`src/rtl/ilk_pkg.sv`:
```
package ilk_pkg;

    // Stage numbering used for distance arithmetic
    localparam int ST_DE   = 1;
    localparam int ST_RR   = 2;
    localparam int ST_A1   = 3;
    localparam int ST_A2   = 4;
    localparam int ST_M1   = 5;
    localparam int ST_M2   = 6;
    localparam int ST_RW   = 7;
    localparam int ST_GONE = 8;

    // Tracked stages after decode, and the stage an older writer must reach
    localparam int NTRK      = ST_RW - ST_RR + 1;
    localparam int WAW_CLEAR = ST_A2;
    localparam int MAX_RUN   = ST_RW - ST_DE;

    typedef enum logic [1:0] {CL_NONE = 2'd0, CL_ALU = 2'd1, CL_LOAD = 2'd2, CL_STORE = 2'd3} iclass_e;
    typedef enum logic [1:0] {RO_UNUSED = 2'd0, RO_EXEC = 2'd1, RO_SDATA = 2'd2, RO_SADDR = 2'd3} role_e;

    // Stage a producer must occupy for the consumer to pick the value up
    function automatic int ready_at(input logic [1:0] cls, input logic byp);
        if (!byp)
            return ST_GONE;
        return (cls == CL_LOAD) ? ST_RW : ST_M1;
    endfunction

    // Stage at which an operand of the given role is consumed
    function automatic int need_at(input logic [1:0] role, input logic byp);
        if (!byp)
            return ST_RR;
        return (role == RO_SADDR) ? ST_M1 : ST_A1;
    endfunction

    function automatic logic is_writer(input logic [1:0] cls);
        return (cls == CL_ALU) || (cls == CL_LOAD);
    endfunction

endpackage

```
`src/rtl/ilk_tag_pipe.sv`:
```
module ilk_tag_pipe
    import ilk_pkg::*;
#(
    parameter int REG_W = 5
) (
    input  logic                        clk,
    input  logic                        rst_n,
    input  logic                        in_vld,
    input  logic [1:0]                  in_cls,
    input  logic [REG_W-1:0]            in_dst,
    output logic [NTRK-1:0]             vld_o,
    output logic [NTRK-1:0][1:0]        cls_o,
    output logic [NTRK-1:0][REG_W-1:0]  dst_o
);

    typedef struct packed {
        logic [NTRK-1:0]            vld;
        logic [NTRK-1:0][1:0]       cls;
        logic [NTRK-1:0][REG_W-1:0] dst;
    } trk_t;

    trk_t trk_d, trk_q;

    // Index 0 is register read; every entry moves one stage per cycle
    always_comb begin
        trk_d     = trk_q;
        trk_d.vld = {trk_q.vld[NTRK-2:0], in_vld};
        trk_d.cls = {trk_q.cls[NTRK-2:0], in_cls};
        trk_d.dst = {trk_q.dst[NTRK-2:0], in_dst};
    end

    always_ff @(posedge clk) begin
        if (!rst_n)
            trk_q <= '0;
        else
            trk_q <= trk_d;
    end

    assign vld_o = trk_q.vld;
    assign cls_o = trk_q.cls;
    assign dst_o = trk_q.dst;

    // an entry leaving register read reaches the first ALU stage next cycle
    a_r9_advance: assert property (@(posedge clk) disable iff (!rst_n)
        trk_q.vld[0] |=> trk_q.vld[1]);

endmodule

```
`src/rtl/ilk_opnd_check.sv`:
```
module ilk_opnd_check
    import ilk_pkg::*;
#(
    parameter int REG_W = 5
) (
    input  logic                        byp,
    input  logic [REG_W-1:0]            src,
    input  logic [1:0]                  role,
    input  logic [NTRK-1:0]             vld_i,
    input  logic [NTRK-1:0][1:0]        cls_i,
    input  logic [NTRK-1:0][REG_W-1:0]  dst_i,
    output logic                        hold,
    output logic [2:0]                  fwd
);

    logic [NTRK-1:0] match;
    logic [NTRK-1:0] late;
    int              need;

    assign need = need_at(role, byp);

    for (genvar g = 0; g < NTRK; g++) begin : g_stage
        localparam int STG = ST_RR + g;
        assign match[g] = vld_i[g] && is_writer(cls_i[g]) && (role != RO_UNUSED)
                       && (src != '0) && (dst_i[g] == src);
        assign late[g]  = match[g] && ((STG + need - 1) < ready_at(cls_i[g], byp));
    end

    assign hold = |late;

    // Youngest match (lowest index) decides the source
    always_comb begin
        logic found;
        int   fut;
        found = 1'b0;
        fut   = 0;
        fwd   = 3'd0;
        for (int i = 0; i < NTRK; i++) begin
            if (match[i] && !found) begin
                found = 1'b1;
                fut   = ST_RR + i + need - 1;
                if (byp && (fut <= ST_RW))
                    fwd = 3'(fut);
            end
        end
    end

endmodule

```
`src/rtl/ilk_waw_check.sv`:
```
module ilk_waw_check
    import ilk_pkg::*;
#(
    parameter int REG_W = 5
) (
    input  logic                        dec_wr,
    input  logic [REG_W-1:0]            dec_dst,
    input  logic [NTRK-1:0]             vld_i,
    input  logic [NTRK-1:0][1:0]        cls_i,
    input  logic [NTRK-1:0][REG_W-1:0]  dst_i,
    output logic                        hold
);

    logic [NTRK-1:0] hit;

    for (genvar g = 0; g < NTRK; g++) begin : g_stage
        localparam bit EARLY = (ST_RR + g) < WAW_CLEAR;
        assign hit[g] = EARLY && vld_i[g] && is_writer(cls_i[g]) && (dst_i[g] == dec_dst);
    end

    assign hold = dec_wr && (dec_dst != '0) && (|hit);

endmodule

```
`src/rtl/ilk_interlock.sv`:
```
module ilk_interlock
    import ilk_pkg::*;
#(
    parameter int REG_W = 5
) (
    input  logic             clk,
    input  logic             rst_n,
    input  logic             bypass_en,
    input  logic             dec_valid,
    input  logic [1:0]       dec_class,
    input  logic [REG_W-1:0] dec_dst,
    input  logic [REG_W-1:0] src_a,
    input  logic [1:0]       role_a,
    input  logic [REG_W-1:0] src_b,
    input  logic [1:0]       role_b,
    output logic             stall,
    output logic [2:0]       fwd_a,
    output logic [2:0]       fwd_b
);

    localparam int NOPND = 2;
    localparam int RUN_W = $clog2(MAX_RUN + 2);

    logic [NTRK-1:0]            t_vld;
    logic [NTRK-1:0][1:0]       t_cls;
    logic [NTRK-1:0][REG_W-1:0] t_dst;

    logic [NOPND-1:0][REG_W-1:0] o_src;
    logic [NOPND-1:0][1:0]       o_role;
    logic [NOPND-1:0]            o_hold;
    logic [NOPND-1:0][2:0]       o_fwd;
    logic                        waw_hold;
    logic                        issue;

    assign o_src  = {src_b, src_a};
    assign o_role = {role_b, role_a};

    for (genvar k = 0; k < NOPND; k++) begin : g_opnd
        ilk_opnd_check #(.REG_W(REG_W)) u_chk (
            .byp   (bypass_en),
            .src   (o_src[k]),
            .role  (o_role[k]),
            .vld_i (t_vld),
            .cls_i (t_cls),
            .dst_i (t_dst),
            .hold  (o_hold[k]),
            .fwd   (o_fwd[k])
        );
    end

    ilk_waw_check #(.REG_W(REG_W)) u_waw (
        .dec_wr  (is_writer(dec_class)),
        .dec_dst (dec_dst),
        .vld_i   (t_vld),
        .cls_i   (t_cls),
        .dst_i   (t_dst),
        .hold    (waw_hold)
    );

    assign stall = dec_valid && ((|o_hold) || waw_hold);
    assign issue = dec_valid && !stall;
    assign fwd_a = dec_valid ? o_fwd[0] : 3'd0;
    assign fwd_b = dec_valid ? o_fwd[1] : 3'd0;

    ilk_tag_pipe #(.REG_W(REG_W)) u_trk (
        .clk    (clk),
        .rst_n  (rst_n),
        .in_vld (issue),
        .in_cls (dec_class),
        .in_dst (dec_dst),
        .vld_o  (t_vld),
        .cls_o  (t_cls),
        .dst_o  (t_dst)
    );

    // Run length of consecutive stall cycles, kept for the bound check
    logic [RUN_W-1:0] run_d, run_q;

    always_comb begin
        run_d = run_q;
        if (!stall)
            run_d = '0;
        else if (run_q <= RUN_W'(MAX_RUN))
            run_d = run_q + 1'b1;
    end

    always_ff @(posedge clk) begin
        if (!rst_n)
            run_q <= '0;
        else
            run_q <= run_d;
    end

    // a stall cycle sends an empty slot into register read
    a_r9_bubble: assert property (@(posedge clk) disable iff (!rst_n)
        stall |=> !t_vld[0]);

    // a leaving instruction appears in register read next cycle
    a_r9_issue: assert property (@(posedge clk) disable iff (!rst_n)
        issue |=> t_vld[0]);

    // without forwarding, a writer of src_a in register read must hold decode
    a_r2_off_hold: assert property (@(posedge clk) disable iff (!rst_n)
        (!bypass_en && dec_valid && (role_a != RO_UNUSED) && (src_a != '0)
         && t_vld[0] && is_writer(t_cls[0]) && (t_dst[0] == src_a)) |-> stall);

    // register 0 everywhere never stalls
    a_r6_zero: assert property (@(posedge clk) disable iff (!rst_n)
        (dec_valid && (src_a == '0) && (src_b == '0) && (dec_dst == '0)) |-> !stall);

    // a forwarded value never comes from before the earliest ready stage
    a_r4_fwd_ready: assert property (@(posedge clk) disable iff (!rst_n)
        (issue && (fwd_a != 3'd0)) |-> (fwd_a >= 3'(ST_M1)));

    // no dependence needs more slots than the distance to write-back allows
    a_r8_bound: assert property (@(posedge clk) disable iff (!rst_n)
        run_q <= RUN_W'(MAX_RUN));

endmodule

```
`config.mk`:
```
export PLATFORM = sky130hd
export DESIGN_NAME = ilk_interlock
export DESIGN_NICKNAME = d
export VERILOG_FILES = /design/src/rtl/ilk_pkg.sv /design/src/rtl/ilk_tag_pipe.sv /design/src/rtl/ilk_opnd_check.sv /design/src/rtl/ilk_waw_check.sv /design/src/rtl/ilk_interlock.sv
export SDC_FILE = /design/constraint.sdc
export NUM_CORES = 1
export LEC_CHECK = 0
export BUFFER_PORTS_ARGS = -buffer_cell sky130_fd_sc_hd__buf_2
export CAP_MARGIN = 25
export CORE_ASPECT_RATIO = 1.75
export CORE_MARGIN = 2
export CORE_UTILIZATION = 40
export CTS_CLUSTER_DIAMETER = 60
export DETAILED_ROUTE_END_ITERATION = 7
export PLACE_DENSITY = 0.61
export SLEW_MARGIN = 20
export SYNTH_ARGS = -nofsm -noshare
export SYNTH_HDL_FRONTEND = slang
export SYNTH_SLANG_ARGS = --single-unit
```
`constraint.sdc`:
```
create_clock -name clk -period 8.22 [get_ports clk]
set_clock_uncertainty 0.1 [all_clocks]
set_input_delay 1.644 -clock clk [delete_from_list [all_inputs] [get_ports clk]]
set_output_delay 1.644 -clock clk [all_outputs]
set_load 0.005 [all_outputs]
```
* Word-level counts from Yosys, hierarchy flattened
Index checks and enable logic that the tools add are counted.
** Word-level totals
- Register bits after elaboration :: 48
- Bits in latches :: 0
- Bits in writable memories :: 0
- Memory bits (read-only) :: 0
- Input port bits :: 25
- Output and inout bits :: 7
- Word-level logic and storage cells :: 251
- Memories :: 0
** Operators by class
- $add $sub $neg :: 24
- Multiply operators :: 0
- Divide/modulo/power cells :: 0
- $lt $le $gt $ge :: 24
- Eq/ne operators :: 30
- Shift operators :: 0
- Muxes and demuxes :: 52
- Bitwise gates (word level) :: 0
- Reductions and logical operators :: 108
** Operators by type and width (count)
- 32-bit by 4-bit less-or-equal comparator with 1-bit output (second input constant) :: 12
- 32-bit by 2-bit subtractor with 32-bit output (second input constant) :: 12
- 32-bit < comparator :: 9
- 4-bit by 32-bit adder with 32-bit output (first input constant) :: 8
- 32-bit 2-to-1 mux :: 5
- 3-bit by 32-bit adder with 32-bit output (first input constant) :: 4
- 32-bit by 5-bit < comparator with 1-bit output :: 3
- 3-bit 2-to-1 mux :: 28
- 1-bit logical AND :: 82
- 5-bit equality test :: 14
- 2-bit equality test (second input constant) :: 9
- 5-bit nonzero test :: 3
- 2-bit by 1-bit equality test with 1-bit output (second input constant) :: 7
- 2-bit 2-to-1 mux :: 6
- 4-bit 2-to-1 mux :: 3
- 12-bit OR reduction :: 1
- 1-bit logical NOT :: 11
- 1-bit 2-to-1 mux :: 10
- 1-bit logical OR :: 8
- 2-bit nonzero test :: 2
- 2-bit OR reduction :: 1

* Logic depth before layout (Yosys ltp)
- Word-level depth :: 23
- Depth in mapped cells :: 12
- Mapped depth without buffers :: 11

* By module
A second synthesis with hierarchy kept.
** Unflattened totals
- Cell total of the unflattened synthesis :: 422
- Area, all modules :: 3893.7 um^2
** By module, submodules not included
- ilk_tag_pipe :: instances 1, cells each 101, area an instance 1331.3 um^2, seq. area each 960.9 um^2
- ilk_opnd_check (g_opnd[0].u_chk) :: instances 1, cells each 152, area an instance 1212.4 um^2, seq. area each 0.0 um^2
- ilk_opnd_check (g_opnd[1].u_chk) :: instances 1, cells each 142, area an instance 1122.3 um^2, seq. area each 0.0 um^2
- ilk_waw_check :: instances 1, cells each 18, area an instance 148.9 um^2, seq. area each 0.0 um^2
- ilk_interlock :: instances 1, cells each 9, area an instance 78.8 um^2, seq. area each 0.0 um^2

* Worst setup path after synthesis
No wires, ideal clock.
- Kind :: input to output
- From :: input bypass_en
- To :: output stall
- Arrival time :: 4.139 ns
- Required time :: 6.476 ns
- Path slack :: 2.337 ns
- Stages on the path :: 10
- Buffers on the path :: 1
- Cells stage by stage :: clkbuf_1 > clkinv_1 > nor2_1 > inv_1 > fa_1 > nand2b_1 > o21ai_0 > o22ai_1 > nor4_1 > a21boi_0
** Between the ends
- Longest elaborated chain between the ends :: 8
- Elaborated cells on any way between the ends :: 59
- Those cells by class :: 24 x add/sub; 12 x order compare; 8 x mux; 15 x reduce/logical
** Ends and longest elaborated chain
- start: declaration :: RTL line ilk_interlock.sv:8 : input logic bypass_en,
- 32-bit 2-to-1 mux :: RTL line ilk_pkg.sv:32 : return (role == RO_SADDR) ? ST_M1 : ST_A1;
- 3-bit by 32-bit adder with 32-bit output or 4-bit by 32-bit adder with 32-bit output (tied branches) :: RTL line ilk_opnd_check.sv:26 : assign late[g] = match[g] && ((STG + need - 1) < ready_at(cls_i[g], byp));
- 32-bit by 2-bit subtractor with 32-bit output :: RTL line ilk_opnd_check.sv:26
- 32-bit < comparator or 32-bit by 5-bit < comparator with 1-bit output (tied branches) :: RTL line ilk_opnd_check.sv:26
- 1-bit logical AND :: RTL line ilk_opnd_check.sv:26
- 12-bit OR reduction * :: RTL line ilk_interlock.sv:60 : assign stall = dec_valid && ((|o_hold) || waw_hold);
- 1-bit logical OR * :: RTL line ilk_interlock.sv:60
- 1-bit logical AND * :: RTL line ilk_interlock.sv:60
- end: declaration :: RTL line ilk_interlock.sv:16 : output logic stall,
Mark *: on every way between the ends. The rest lies on a longest branch, timed or not.

* Worst setup path after layout
Same ends and word-level chain as after synthesis.

==> results.sh <==
export IMPL_grt_pass1_vias=2821
export IMPL_initial_core_util_pct=41.1
export IMPL_crit_fanout=25
export IMPL_rows=45
export IMPL_slew_violations=0
export IMPL_placed_cells=528
export IMPL_syn_nets=458
export IMPL_rrSetupSlack_ps=5900
export IMPL_post_route_min_period_ps=6260
export IMPL_synth_cells=398
export IMPL_final_common_cell="dfxtp_1"
export IMPL_rsz0062_at_grt="no"
export IMPL_fill_cells=906
export IMPL_synth_adder_area_share_pct=13.1
export IMPL_wire_per_inst_um=17.0
export IMPL_fin_crit_sh_pct=76.1
export IMPL_crit_path_frequent_cell="buf_2"
export IMPL_dr_total_vias=2833
export IMPL_outcome="finished, final reports clean"
export IMPL_synthSimpleGateAreaFrac_pct=24.1
export IMPL_netlist_area_um2=3560
export IMPL_yosys_most_used_dff="dfxtp_1"
export IMPL_startpoint_type="input pin"
export IMPL_crit_chain="buf_2 -> clkinv_1 -> nor2_1 -> inv_1 -> fa_1 -> o31ai_1 -> o22ai_1 -> nor4_1 -> a21boi_0 -> buf_2"
export IMPL_post_place_ws_ps=2000
export IMPL_grt_pass1_wl_um=14600
export IMPL_cts_setup_buffers=0
export IMPL_p_per_area_nw_per_um2=153
export IMPL_worstMarginPinSlew_ps=935
export IMPL_synth_mux_area_share_pct=1.02
export IMPL_antennaDiodeCount=0
export IMPL_r2r_end="u_trk.vld_o[0]$_SDFF_PN0_"
export IMPL_drt_antenna_violating_nets=0
export IMPL_cts_tree="done"
export IMPL_startpoint="bypass_en"
export IMPL_area_growth_pct=10.6
export IMPL_htree_levels=2
export IMPL_cts_buffer_depth=2
export IMPL_critPathCapture="stall"
export IMPL_setup_viol=0
export IMPL_synth_xor_xnor_area_share_pct=18.2
export IMPL_critical_path_required_ps=6480
export IMPL_r2r_start="u_trk.cls_o[8]$_SDFF_PN0_"
export IMPL_cp_arrival_ps=4510
export IMPL_worst_setup_path_type="input pin to output port"
export IMPL_final_cell_mix="dfxtp_1 (48), xor2_1 (47), and2_1 (47)"
export IMPL_layoutNonFillerInstCount=536
export IMPL_grt_total_usage_pct=20.4
export IMPL_fin_setup_tns_ps=0
export IMPL_slew_headroom_pct=37.1
export IMPL_drt_initial_drc_count=145
export IMPL_vdd_drop_max_v=0.000218
export IMPL_ioPinCount=32
export IMPL_final_core_util_pct=45.4
export IMPL_place_hpwl_um=7320
export IMPL_synth_warnings=0
export IMPL_numClockSinks=48
export IMPL_crit_path_end_kind="output port"
export IMPL_place_congestion=0.921
export IMPL_drt_wl_total_um=9120
export IMPL_avgSynthCellArea_um2=8.94
export IMPL_async_flop_share_pct=0
export IMPL_leakage_nw=1.68
export IMPL_clock_latency_ps=300
export IMPL_portBuffers=31
export IMPL_dr_pass1_iters=4
export IMPL_nets=478
export IMPL_drc_errors=0
export IMPL_clkSlewWorstSetupHoldPaths_ps=60
export IMPL_synth_seq_cells=48
export IMPL_maxCapViolCount=0
export IMPL_hold_viol_final=0
export IMPL_synth_top_area_share_pct=27.0
export IMPL_cts_resized=0
export IMPL_stdcell_area_um2=3940
export IMPL_synthTopCellsByArea="dfxtp_1 (27%), xor2_1 (12%), ha_1 (11%), and2_1 (8.3%), xnor2_1 (6.6%)"
export IMPL_max_stage_delay_ps=500
export IMPL_slowest_stage="fa_1"
export IMPL_drive_above_1_share_pct=13.1
export IMPL_routed_via_density=5.29
export IMPL_die_area_um2=9700
export IMPL_cts_buffers=5
export IMPL_die_height_um=129
export IMPL_grt_max_degree=49
export IMPL_fin_ws_ps=1960
export IMPL_fmax_ghz=0.160
export IMPL_yosys_area_top_type="dfxtp_1"
export IMPL_core_area_um2=8670
export IMPL_hp_class="register to register"
export IMPL_synth_edf_count=0
export IMPL_placed_area_um2=3740
export IMPL_synth_compound_area_share_pct=10.0
export IMPL_r2r_cells=7
export IMPL_ys_seq_area_share_pct=27.0
export IMPL_cts_hold_buf=0
export IMPL_overflow=0
export IMPL_root_buffer="clkbuf_16"
export IMPL_ys_types=60
export IMPL_die_x_um=75.3
export IMPL_grt_antenna_before_repair=0
export IMPL_synth_top_family_by_area="simple AND/OR/NAND/NOR gates"
-- layout make-up --
| type | instances | area (µm²) | area share (%) |
|---|---|---|---|
| clock buffers | 5 | 125 | 3.18 |
| clock inverters | 3 | 68.8 | 1.75 |
| inverters | 28 | 105 | 2.67 |
| multi-input cells | 303 | 2370 | 60.1 |
| flip-flops and latches | 48 | 961 | 24.4 |
| well taps | 117 | 146 | 3.72 |
| repair buffers | 32 | 163 | 4.13 |
-- power breakdown --
group	switching [mW]	internal (mW)	total (mW)
clock network	0.0905	0.175	0.266
logic	0.0539	0.0369	0.0908
registers	0.00716	0.239	0.246
-- stage by stage --
step                hold WS, ps  total power [mW]
floorplan                   330             0.316
global placement            336             0.340
detailed placement          344             0.342
CTS                         362             0.607
global route                379             0.629
finish                      357             0.602
-- worst max-delay path, delay by kind of cell --
| family | cells | cell delay, ps |
|---|---|---|
| compound gates | 3 | 680 |
| fa+ha+maj | 1 | 500 |
| buf+inv | 4 | 950 |
| simple gates | 2 | 740 |
-- cell families after synthesis --
family | count (synthesis)
buffers and inverters | 47
and+or+nand+nor | 143
muxes | 3
adders and majority gates | 35
xor gates and xnor gates | 74
DFF | 48
AOI/OAI and AO/OA | 48
-- registers in the layout, summed over array words and instances (netlist names) --
name / count
u_trk.vld_o: 6
u_trk.dst_o: 30
u_trk.cls_o: 12
-- routing by layer --
metal	wire, µm	global-route usage (%)	part of all wire, %
met4	537	12.9	5.9
met3	309	2.98	3.4
met2	4880	35.4	54
met5	0	0	0
met1	3390	22.2	37
-- worst min path at each step --
stage | slack [ps] | cells past startpoint | start | endpoint
detailed placement | 340 | 1 | u_trk.cls_o[0]$_SDFF_PN0_ | u_trk.cls_o[2]$_SDFF_PN0_
CTS | 360 | 1 | u_trk.cls_o[2]$_SDFF_PN0_ | u_trk.cls_o[4]$_SDFF_PN0_
floorplan | 330 | 1 | u_trk.cls_o[8]$_SDFF_PN0_ | u_trk.cls_o[10]$_SDFF_PN0_
finish | 360 | 1 | u_trk.cls_o[2]$_SDFF_PN0_ | u_trk.cls_o[4]$_SDFF_PN0_
global route | 380 | 1 | u_trk.vld_o[1]$_SDFF_PN0_ | u_trk.vld_o[2]$_SDFF_PN0_
global placement | 340 | 1 | u_trk.cls_o[2]$_SDFF_PN0_ | u_trk.cls_o[4]$_SDFF_PN0_
-- cells in the mapped netlist (2+ instances only) --
library cell,instances
ha_1,31
nor3_1,6
a21oi_1,9
nor2_1,15
or4_4,3
nand2_1,15
a32oi_1,2
buf_6,5
a31o_2,2
buf_4,4
or3_1,3
nor2b_1,2
nand2b_1,8
xnor2_1,27
nand4_1,10
o21a_1,3
clkbuf_1,8
nor4_1,12
xor2_1,47
o31ai_1,3
nand3b_1,2
or4_1,3
o21ai_0,8
nand3_1,8
o22ai_1,3
dfxtp_1,48
o32ai_1,2
inv_1,27
buf_2,2
fa_1,4
and2_1,47
Note: power is estimated with default switching activity, not from simulation.
